$ cat config.mk
export PLATFORM = sky130hd
export DESIGN_NAME = tick_timer
export DESIGN_NICKNAME = d
export VERILOG_FILES = /design/src/rtl/tt_pkg.sv /design/src/rtl/tt_counter.sv /design/src/rtl/tt_match.sv /design/src/rtl/tt_ctrl.sv /design/src/rtl/tick_timer.sv
export SDC_FILE = /design/constraint.sdc
export NUM_CORES = 1
export LEC_CHECK = 0
export BUFFER_PORTS_ARGS = -buffer_cell sky130_fd_sc_hd__buf_2
export CAP_MARGIN = 15
export CELL_PAD_IN_SITES_DETAIL_PLACEMENT = 0
export CELL_PAD_IN_SITES_GLOBAL_PLACEMENT = 1
export CORE_UTILIZATION = 30
export CTS_BUF_LIST = sky130_fd_sc_hd__clkbuf_4 sky130_fd_sc_hd__clkbuf_8
export DETAILED_ROUTE_END_ITERATION = 6
export GPL_TIMING_DRIVEN = 0
export PLACE_DENSITY_LB_ADDON = 0.1
export SYNTH_ARGS = -nofsm -noshare
export SYNTH_HDL_FRONTEND = slang
export SYNTH_HIERARCHICAL = 1
export SYNTH_SLANG_ARGS = --single-unit
$ cat constraint.sdc
create_clock -name clk -period 2.45 [get_ports clk]
set_clock_uncertainty 0.15 [all_clocks]
set_input_delay 0.735 -clock clk [delete_from_list [all_inputs] [get_ports clk]]
set_output_delay 0.735 -clock clk [all_outputs]
set_load 0.005 [all_outputs]
$ cat src/rtl/tt_pkg.sv
package tt_pkg;
  typedef enum logic [1:0] {
    TT_OFF     = 2'b00,
    TT_RESTART = 2'b01,
    TT_ONESHOT = 2'b10,
    TT_CONT    = 2'b11
  } tt_mode_e;
endpackage

$ cat src/rtl/tt_counter.sv
module tt_counter #(
  parameter int W = 32
) (
  input  logic         clk,
  input  logic         rst,
  input  logic         load,
  input  logic [W-1:0] load_val,
  input  logic         clr,
  input  logic         run,
  output logic [W-1:0] cnt
);
  localparam logic [W-1:0] ONE = W'(1);

  // Priority: software load, then restart clear, then increment.
  always_ff @(posedge clk) begin
    if (rst)       cnt <= '0;
    else if (load) cnt <= load_val;
    else if (clr)  cnt <= '0;
    else if (run)  cnt <= cnt + ONE;
  end
endmodule

$ cat src/rtl/tt_match.sv
module tt_match #(
  parameter int W  = 32,
  parameter int PW = 28
) (
  input  logic [W-1:0]  cnt,
  input  logic [PW-1:0] period,
  input  logic          active,
  output logic          match
);
  // Only the low PW bits of the count take part in the compare.
  assign match = active && (cnt[PW-1:0] == period);
endmodule

$ cat src/rtl/tt_ctrl.sv
module tt_ctrl
  import tt_pkg::*;
#(
  parameter int W = 32
) (
  input  logic              clk,
  input  logic              rst,
  input  logic              wr,
  input  logic [W-1:0]      wdata,
  input  logic              match,
  output tt_mode_e          mode,
  output logic              ie,
  output logic              ip,
  output logic [W-5:0]      period,
  output logic              irq
);
  localparam int PW = W - 4;

  tt_mode_e       mode_n;
  logic           ie_n, ip_n;
  logic [PW-1:0]  per_n;

  always_comb begin
    mode_n = mode;
    ie_n   = ie;
    ip_n   = ip;
    per_n  = period;
    if (wr) begin
      mode_n = tt_mode_e'(wdata[W-1:W-2]);
      ie_n   = wdata[W-3];
      ip_n   = ip & wdata[W-4];
      per_n  = wdata[PW-1:0];
    end else if (match && mode == TT_ONESHOT) begin
      mode_n = TT_OFF;
    end
    if (match) ip_n = 1'b1;
  end

  always_ff @(posedge clk) begin
    if (rst) begin
      mode   <= TT_OFF;
      ie     <= 1'b0;
      ip     <= 1'b0;
      period <= '0;
      irq    <= 1'b0;
    end else begin
      mode   <= mode_n;
      ie     <= ie_n;
      ip     <= ip_n;
      period <= per_n;
      irq    <= ip_n & ie_n;
    end
  end
endmodule

$ cat src/rtl/tick_timer.sv
module tick_timer
  import tt_pkg::*;
#(
  parameter int DATA_W = 32
) (
  input  logic              clk,
  input  logic              rst,
  input  logic              reg_sel,
  input  logic              reg_we,
  input  logic [DATA_W-1:0] reg_wdata,
  output logic [DATA_W-1:0] reg_rdata,
  output logic              irq
);
  localparam int PW = DATA_W - 4;

  logic [DATA_W-1:0] cnt_q;
  tt_mode_e          mode_q;
  logic              ie_q, ip_q;
  logic [PW-1:0]     period_q;
  logic              match;
  logic              wr_cnt, wr_mode, run, clr;

  assign wr_cnt  = reg_we & ~reg_sel;
  assign wr_mode = reg_we & reg_sel;

  assign clr = (mode_q == TT_RESTART) && match;
  assign run = (mode_q == TT_CONT) ||
               (((mode_q == TT_RESTART) || (mode_q == TT_ONESHOT)) && !match);

  tt_counter #(.W(DATA_W)) u_cnt (
    .clk(clk), .rst(rst), .load(wr_cnt), .load_val(reg_wdata),
    .clr(clr), .run(run), .cnt(cnt_q)
  );

  tt_match #(.W(DATA_W), .PW(PW)) u_match (
    .cnt(cnt_q), .period(period_q), .active(mode_q != TT_OFF), .match(match)
  );

  tt_ctrl #(.W(DATA_W)) u_ctrl (
    .clk(clk), .rst(rst), .wr(wr_mode), .wdata(reg_wdata), .match(match),
    .mode(mode_q), .ie(ie_q), .ip(ip_q), .period(period_q), .irq(irq)
  );

  always_ff @(posedge clk) begin
    if (rst)          reg_rdata <= '0;
    else if (reg_sel) reg_rdata <= {mode_q, ie_q, ip_q, period_q};
    else              reg_rdata <= cnt_q;
  end
endmodule

Yosys cells after proc, flatten, opt, wreduce, memory -nomap -nowiden
Index checks and enable logic that the tools add are counted.
{ "classes": {"add_sub_neg": 1, "eq_ne": 4, "mux": 9, "n_bitwise": 5, "n_reduce_logical": 10} }
{ "ops": {"columns": ["operator", "n"], "rows": [
  ["$mux W32", 4],
  ["$add A32 B1 Y32 const B", 1],
  ["$eq A28 B28 Y1", 1],
  ["$and A1 B1 Y1", 4],
  ["$eq A2 B2 Y1 const B", 2],
  ["$logic_and A1 B1 Y1", 4],
  ["$mux W2", 2],
  ["$reduce_bool A2 Y1", 2],
  ["$mux W1", 3],
  ["$reduce_bool A3 Y1", 1],
  ["$eq A2 B1 Y1 const B", 1],
  ["$logic_or A1 B1 Y1", 2],
  ["$logic_not A1 Y1", 1],
  ["$not A1 Y1", 1]
]} }
{ "word_totals": {"reg_bits": 97, "in_bits": 36, "output_inout_bits": 33, "wordCells": 36} }

Longest topological paths before layout
Gate-level depths: netlist of run 1.
{ "depth": {"word_depth": 8, "depth_mapped": 14, "depth_no_buf": 12} }

Modules after synthesis
Netlist of run 1, hierarchy kept.
{ "by_module_without_submodules": {"columns": ["mod", "n_inst", "cells_each", "area_per_inst_um2", "seq_area_each_um2"], "rows": [
  ["tt_counter", 1, 255, 1946.9, 640.6],
  ["tick_timer", 1, 114, 1243.7, 640.6],
  ["tt_ctrl", 1, 109, 1204.9, 660.6],
  ["tt_match", 1, 38, 311.5, 0.0]
]} }

Least setup slack after synthesis of run 1
Ideal clock, no wire load.
{ "synth_path": {"kind": "reg-to-reg", "from": "register u_cnt.cnt[19]", "to": "register u_cnt.cnt[29]", "setup_ps": 128, "t_arrival_ps": 2465, "required_time_ps": 2172, "path_slack_ps": -293, "stages_incl_launch_ff": 14, "n_path_buf": 2, "period_less_slack_ps": 2743, "cell_sequence": "dfxtp_1 > xor2_1 > nor4_1 > nand3_1 > nor4_2 > inv_1 > a21o_1 > buf_4 > and4_1 > and3_1 > buf_2 > and4bb_2 > xnor2_1 > o21ai_0"} }
{ "synth_between": {"elab_chain_len": 6, "elab_cells_between_ends": 11, "cone_classes": "1 x add/sub; 1 x eq/ne; 3 x mux; 6 x reduce/logical"} }
{ "synth_rtl": {"columns": ["element", "line", "text"], "rows": [
  ["start: declaration", "tt_counter.sv:10", "output logic [W-1:0] cnt"],
  ["start signal: assignment", "tt_counter.sv:17", "else if (load) cnt <= load_val;"],
  ["start signal: assignment", "tt_counter.sv:19", "else if (run) cnt <= cnt + ONE;"],
  ["$eq A28 B28 Y1", "tt_match.sv:11", "assign match = active && (cnt[PW-1:0] == period);"],
  ["$logic_and A1 B1 Y1", "tt_match.sv:11", null],
  ["named net match", "tick_timer.sv:20", "logic match;"],
  ["$logic_not A1 Y1", "tick_timer.sv:28", "(((mode_q == TT_RESTART) || (mode_q == TT_ONESHOT)) && !match);"],
  ["$logic_and A1 B1 Y1", "tick_timer.sv:28", null],
  ["$logic_or A1 B1 Y1", "tick_timer.sv:27", "assign run = (mode_q == TT_CONT) ||"],
  ["named net run", "tick_timer.sv:21", "logic wr_cnt, wr_mode, run, clr;"],
  ["$reduce_bool A3 Y1 (no line)", null, null]
]} }
The timed path passes the listed nets, and every way through them passes these cells. The select of a mux whose other input is x is not followed.
A chain may end at the register's enable or synchronous reset.

Final worst setup path of run 1
{ "layout_path": {"from": "register u_cnt.cnt[6]", "to": "register u_cnt.cnt[29]"} }
The elaborated chain is that of the path after synthesis.

==> results.txt, run 1 <==
The initial antenna violation count was 0. The final HPWL from detailed placement is 10700 µm. The detail-routed net length per standard cell is 18.2 µm. The final-report max-slew violation count came out at 0. The type of origin of the critical path is a flip-flop.

The average size of a mapped cell is 9.12 µm². The smallest setup slack after layout is -0.565 ns. The largest total area in the synthesized netlist belongs to sky130_fd_sc_hd__dfxtp_1. The number of violations reported at the end of detailed-routing iteration 0 is 197.

The static leakage power came out at 2.49 nW. The number of register bits inferred by synthesis is 97. The final hold slack came out at 0.367 ns.

The worst ir drop on vdd came out at 269 µV. The wire length of the first global-routing pass came out at 23200 µm. Setup repair after global routing could not meet its margin everywhere. The power density relative to cell area is 555 nW/µm². The effective utilization at floorplan came out at 0.308. The total negative slack is -9.98 ns. The routability congestion estimate came out at 0.843. The worst setup path is captured at a flip-flop. For this run, the register share of the synthesized area comes to 0.413. The clock power share is 0.323. The area share of the leading cell type in the synthesized netlist is 0.413. Sorting the synthesized cells by area gives the leading types as sky130_fd_sc_hd__dfxtp_1, sky130_fd_sc_hd__mux2i_1, sky130_fd_sc_hd__nor2_1. The count of unresolved DRC violations after routing came out at 0. The net switching power came out at 0.944 mW. The path class of the tightest hold or removal check is flip-flop to flip-flop. The number of antenna cells inserted came out at 0. Clock-pin slew was measured on the worst setup and hold paths at 0.10 ns. The number of nets in the layout came out at 649. The worst setup path is of the flip-flop to flip-flop kind. At the worst endpoint, the arrival time is 3.14 ns. The signal on the critical path passes through xor2_2 > nor4_4 > nand4_1 > nor4_4 > inv_1 > a21o_1 > buf_6 > and4_1 > and3_1 > buf_6 > and4bb_2 > xnor2_1 > o21ai_1. The combinational power share is 0.158. The largest fanout of any net on the critical path came out at 7. The TritonCTS sink count came out at 97. In this run the core area contains 45 standard-cell rows. TritonCTS built the clock tree. The routed design has 15000 µm of wire.

The final reports fail on setup timing. The final antenna-violating net count is 0. The buffer and inverter count on the worst path came out at 3. By count the netlist is led by sky130_fd_sc_hd__dfxtp_1, sky130_fd_sc_hd__nor2_1, sky130_fd_sc_hd__mux2i_1. The via count of the routed design came out at 4053. The prevailing post-synth register cell is sky130_fd_sc_hd__dfxtp_1. The cell at the root of the clock tree is sky130_fd_sc_hd__clkbuf_8. In this run the count of I/O pins placed on the die edge is 69.

In this run the cell area of the synthesized design comes to 4710 µm². The number of hold-slack violations in the final timing report was 0. The number of vias per cell is 4.91. The cell type group with the largest total delay on the critical path is simple AND/OR/NAND/NOR gates.

The max-cap violation count is 0. The maximum clock frequency is 332 MHz. The switching portion of total power came out at 0.286. The latest clock arrival within the worst-skew pair is 0.39 ns.

The slowest cell on the critical path is sky130_fd_sc_hd__dfxtp_4. In this design, the stage delay of the slowest critical-path cell is 0.37 ns. The floorplan step defined a core boundary enclosing 15300 µm². The via count of the first global-routing pass came out at 3976.

Of the total power, registers draw 0.519. The share of synthesized registers carrying an async set or reset came out at 0. The die extent in y came out at 127 µm. At the placement stage, the worst setup path has a slack of -1.08 ns. Counting flops with a built-in enable in the synthesized netlist gives 0. The largest net degree at the start of global routing came out at 16. The run finished, with violations left. The internal portion of the total power is 2.35 mW. From synthesis to final layout, the design area changed by 26.2%. The synthesized instance count came out at 516. The number of CTS-inserted buffers is 9. At the pin with the least slew margin, the transition time is 0.920 ns.

The port buffer count is 67. The clock period minus final worst setup slack came out at 3.01 ns. The final-report setup violation count came out at 32.

The Yosys step of the flow raised 6 warnings. The worst endpoint required time is 2.58 ns. The die covers 16200 µm². The total global routing track utilization is 0.192. The share of post-route cells with drive strength above 1 is 0.287. The number of distinct library cells after synthesis is 52. The worst pin sits at a relative slew slack of 0.384. The net count after synthesis is 556. The number of iterations in the first detailed-routing pass is 4.

CTS built an H-tree with a depth of 3. Of the available clock period, the critical path in the final layout requires 1.23. For this run the aggregate overflow at the end of global routing stands at 0. The x dimension of the die is 127 µm. By instance count, the leading cell after synthesis is sky130_fd_sc_hd__dfxtp_1. The clock tree buffer depth came out at 2.
==> state kept, by name (all words and copies together), names as in the netlist <==
register       cells
u_cnt/cnt         32
u_ctrl/ie          1
reg_rdata         32
u_ctrl/irq         1
u_ctrl/mode        2
u_ctrl/ip          1
u_ctrl/period     28
==> timing repair <==
action	4_1_cts	5_1_grt
gates cloned	2	0
endpoints found under the setup margin	32	32
hold buffers	0	0
pin swaps	19	7
resized for setup	64	8
buffers inserted	13	1
==> kinds of logic (layout without fill, tap and decap cells) <==
logic type	after synthesis	after routing	share of synthesized area
simple gates	198	198	0.212
fa+ha+maj	4	4	0.0106
xor+xnor	42	42	0.0781
mux	63	63	0.134
compound gates	73	73	0.0957
flops	97	97	0.413
buf+inv	39	137	0.0574
==> cells in the final DEF, fill, tap and decap left out, types with 7 or more instances in the layout <==
cell,netlist,final
sky130_fd_sc_hd__a21oi_1,21,14
sky130_fd_sc_hd__a21oi_2,0,7
sky130_fd_sc_hd__buf_2,5,71
sky130_fd_sc_hd__buf_4,1,12
sky130_fd_sc_hd__clkbuf_1,14,8
sky130_fd_sc_hd__clkbuf_8,0,14
sky130_fd_sc_hd__dfxtp_1,97,83
sky130_fd_sc_hd__dfxtp_2,0,8
sky130_fd_sc_hd__inv_1,10,10
sky130_fd_sc_hd__mux2i_1,63,63
sky130_fd_sc_hd__nand2_1,33,32
sky130_fd_sc_hd__nand3_1,14,12
sky130_fd_sc_hd__nand4_1,16,16
sky130_fd_sc_hd__nor2_1,81,76
sky130_fd_sc_hd__nor3_1,13,13
sky130_fd_sc_hd__o21ai_0,21,13
sky130_fd_sc_hd__o21ai_1,1,7
sky130_fd_sc_hd__xnor2_1,13,12
sky130_fd_sc_hd__xor2_1,29,26
==> cell type report <==
class | count | area (µm²)
repair buffers | 83 | 490
flip-flops and latches | 97 | 1970
plain buffers | 28 | 297
multi-input cells | 380 | 2680
well taps | 211 | 264
fillers | 1602 | 9320
clock buffers | 14 | 180
clock inverters | 2 | 12.5
inverters | 10 | 37.5
==> tightest hold or removal path: cells and delay by family (launching register included) <==
| family | cells | cell delay (ns) |
|---|---|---|
| DFF | 1 | 0.34 |
| muxes | 1 | 0.07 |
| and+or+nand+nor | 1 | 0.08 |
==> power by group through the flow <==
stage               sequential (mW)  clock (mW)  combinational [mW]
floorplan                      1.73           0               0.276
global placement               1.75           0               0.435
detailed placement             1.75           0               0.438
CTS                            1.71        1.10               0.517
global route                   1.72        1.15               0.565
finish                         1.71        1.06               0.522
==> stage by stage <==
step / util / total power, mW / area, µm² / cells
CTS: 0.386 / 3.33 / 5890 / 824
floorplan: - / 2.01 / 4730 / 516
global placement: 0.349 / 2.18 / 5330 / 794
detailed placement: 0.349 / 2.19 / 5330 / 794
global route: 0.389 / 3.44 / 5940 / 825
finish: 0.389 / 3.30 / 5940 / 825
==> per-layer routing <==
metal | part of all wire | GRT usage | wire (µm)
met5 | 0 | 0 | 0
met2 | 0.45 | 0.303 | 6720
met1 | 0.49 | 0.263 | 7390
met4 | 0.013 | 0.0707 | 190
met3 | 0.046 | 0.0314 | 682
==> final timing paths <==
kind,startpoint,cells after the start,slack [ns],to
max,u_cnt/cnt[6]$_SDFFE_PP0P_,13,-0.56,u_cnt/cnt[29]$_SDFFE_PP0P_
min reg2reg,u_cnt/cnt[30]$_SDFFE_PP0P_,2,0.37,reg_rdata[30]$_SDFF_PP0_
max reg2reg,u_cnt/cnt[6]$_SDFFE_PP0P_,13,-0.56,u_cnt/cnt[29]$_SDFFE_PP0P_
min,u_cnt/cnt[30]$_SDFFE_PP0P_,2,0.37,reg_rdata[30]$_SDFF_PP0_
No activity file was read; power rests on OpenSTA's default activity.
==> run 2: changes to the inputs <==
Clock period 2.45 ns to 3.73 ns, I/O delays scaled along.
==> results.txt, run 2 (synthesis gave the netlist of run 1 again) <==
The flow ran to the end, and the final reports show no timing, DRC or antenna violations. Leaving out fill and tap cells, the most frequent cell in the layout is sky130_fd_sc_hd__dfxtp_1. The layout-stage area growth over the synthesis result is 16.6%. The path with the worst hold slack has its endpoint at reg_rdata[28]$_SDFF_PP0_.

The worst hold path begins at u_ctrl/ip$_SDFF_PP0_. The startpoint identified for the worst register-to-register timing path is u_cnt/cnt[1]$_SDFFE_PP0P_. The x dimension of the die came out at 127 µm.

The area used by sequential logic in the layout is 1940 µm². The logic depth of the worst register-to-register path came out at 11. The initial utilization of the core area, before any placement, comes to 0.308.

The power density relative to cell area came out at 376 nW/µm². TritonCTS built the clock tree. The clock tree buffer depth is 2. The clock transition time at the flip-flop clock pins of the worst setup and hold paths is 0.10 ns.

The wire length of the first global-routing pass is 22400 µm. The number of placement rows came out at 45. The worst setup path is launched from a flip-flop. The number of hold-slack violations in the final timing report is 0. The largest registers in the layout are reg_rdata (32), u_cnt/cnt (32), u_ctrl/period (28). The tightest min-delay check is of the flip-flop to flip-flop type. The final-report max-slew violation count came out at 0. The setup path with the least slack is of type flip-flop to flip-flop. Setup violations remaining at the end of the flow were counted as 0. Summing over every cut layer, the via total after detailed routing is 4017. In the layout the commonest cells are sky130_fd_sc_hd__dfxtp_1, sky130_fd_sc_hd__nor2_1, sky130_fd_sc_hd__buf_2.

The worst register-to-register path ends at u_cnt/cnt[15]$_SDFFE_PP0P_. In this design, the critical path's most frequently occurring cell is sky130_fd_sc_hd__or3_1. The latest clock arrival within the worst-skew pair came out at 0.39 ns. In the final timing run, aggregate negative setup slack is 0 ns. 0 antenna diodes ended up in the layout.

The clock net in this run drives a total of 97 sinks. After detailed routing, the number of vias per cell comes to 4.97. The die extent in y came out at 127 µm.

The worst reg-to-reg setup slack is 0.24 ns. The clock period minus final worst setup slack came out at 3.49 ns. The fill cell instance count of the final layout is 1655.

The number of top-level design ports came out at 69. Entering global routing, the biggest net connects 15 pins. The final antenna-violating net count came out at 0.

Setup repair after global routing left no endpoint under its margin. The area of the core region came out at 15300 µm². For this run, design rule violations remaining after detail routing come to 0. The initial antenna violation count is 0.

In this run the worst path has a maximum fanout of 8. Walking the worst path, the cells encountered are xor2_1 > nor4_2 > nand4_1 > nor4_4 > and2_1 > or3_1 > clkbuf_1 > nand2b_1 > or3_1 > nor3_1 > a221o_1. The number of nets in the layout came out at 634. The worst endpoint required time came out at 3.92 ns. The number of violations reported at the end of detailed-routing iteration 0 came out at 222. For this run, the top clock speed supported by timing is 287 MHz. The slew at the pin closest to its max-slew limit came out at 0.831 ns. Of the available clock period, the critical path in the final layout requires 0.935. The final hold slack came out at 0.372 ns. The routability congestion estimate is 0.869. The via count of the first global-routing pass came to 3812. The number of iterations in the first detailed-routing pass is 5. Max-cap violations in this run came to 0. The utilization after layout came out at 0.360. Global routing finished with a remaining overflow of 0. Clock tree synthesis inserted a total of 9 buffers. Summing internal, switching and leakage power gives 2.06 mW. After clock tree synthesis, the flow added hold-fix buffers numbering 0. The tree is rooted in a sky130_fd_sc_hd__clkbuf_8. The largest individual stage delay along the critical path comes from the cell sky130_fd_sc_hd__dfxtp_1. STA puts the critical path data arrival time at 3.67 ns. The level count of the clock H-tree came out at 3. The total routed wirelength came out at 14500 µm.

The worst setup path is captured at a flip-flop. The area of combinational cells with multiple inputs is 2510 µm². The detail-routed net length per standard cell came out at 17.9 µm. The hold-critical path depth is 2. The largest single stage delay on the critical path is 0.52 ns. The worst max-slew margin expressed relative to the limit is 0.444. For this run, the total global-route usage over all layers was measured as 0.187. The share of post-route cells with drive strength above 1 came out at 0.186. The full die area is 16200 µm². The port buffer count came out at 67. The final HPWL from detailed placement is 10600 µm. The static leakage power is 2.33 nW. The worst ir drop on vdd came out at 143 µV.
[run 2: metal layers]
| metal | vias up | part of all wire | wire, µm | GRT usage |
|---|---|---|---|---|
| li1 | 1962 | - | - | - |
| met1 | 1944 | 0.51 | 7340 | 0.265 |
| met2 | 98 | 0.44 | 6350 | 0.285 |
| met3 | 13 | 0.039 | 564 | 0.0272 |
| met4 | 0 | 0.015 | 216 | 0.0707 |
| met5 | - | 0 | 0 | 0 |
[run 2: through the flow]
stage	instance area, µm²	instances	worst slack (ns)
after floorplan	4710	516	0.863
after global placement	5310	794	0.0484
after detailed placement	5310	794	0.0697
after CTS	5470	809	0.0394
after global routing	5490	809	0.0471
final	5490	809	0.242
[run 2: repair_timing]
item                       in CTS  in global routing
setup endpoints to repair       0                  6
gates resized for setup         0                  2
setup buffers                   0                  0
[run 2: final cells by class]
type / instances / share of cell area
Multi-Input combinational cell: 380 / 0.457
Sequential cell: 97 / 0.354
Timing Repair Buffer: 67 / 0.0611
Tap cell: 211 / 0.0481
Buffer: 29 / 0.0424
Clock buffer: 11 / 0.0265
Inverter: 10 / 0.00684
Clock inverter: 4 / 0.00365
[run 2: worst max-delay path by stage]
stage / startpoint / endpoint / slack [ns] / cells past startpoint
floorplan: reg_sel / u_cnt/cnt[15]$_SDFFE_PP0P_ / 0.86 / 10
global placement: u_cnt/cnt[11]$_SDFFE_PP0P_ / u_cnt/cnt[15]$_SDFFE_PP0P_ / 0.05 / 11
detailed placement: u_cnt/cnt[11]$_SDFFE_PP0P_ / u_cnt/cnt[15]$_SDFFE_PP0P_ / 0.07 / 11
CTS: u_cnt/cnt[1]$_SDFFE_PP0P_ / u_cnt/cnt[15]$_SDFFE_PP0P_ / 0.04 / 11
global route: u_cnt/cnt[11]$_SDFFE_PP0P_ / u_cnt/cnt[11]$_SDFFE_PP0P_ / 0.05 / 10
finish: u_cnt/cnt[1]$_SDFFE_PP0P_ / u_cnt/cnt[15]$_SDFFE_PP0P_ / 0.24 / 11
[run 2: where the power goes]
group	switching, mW	leakage (nW)	internal, mW
sequential	0.0463	0.790	1.08
combinational	0.166	1.44	0.122
clock	0.390	0.0921	0.261
[run 2: critical path, delay by kind of cell (launching register included)]
kind | cells | cell delay (ns)
AND/OR/NAND/NOR | 8 | 2.16
flip-flops | 1 | 0.52
buffers and inverters | 1 | 0.33
XOR/XNOR | 1 | 0.15
AO/OA/AOI/OAI | 1 | 0.13
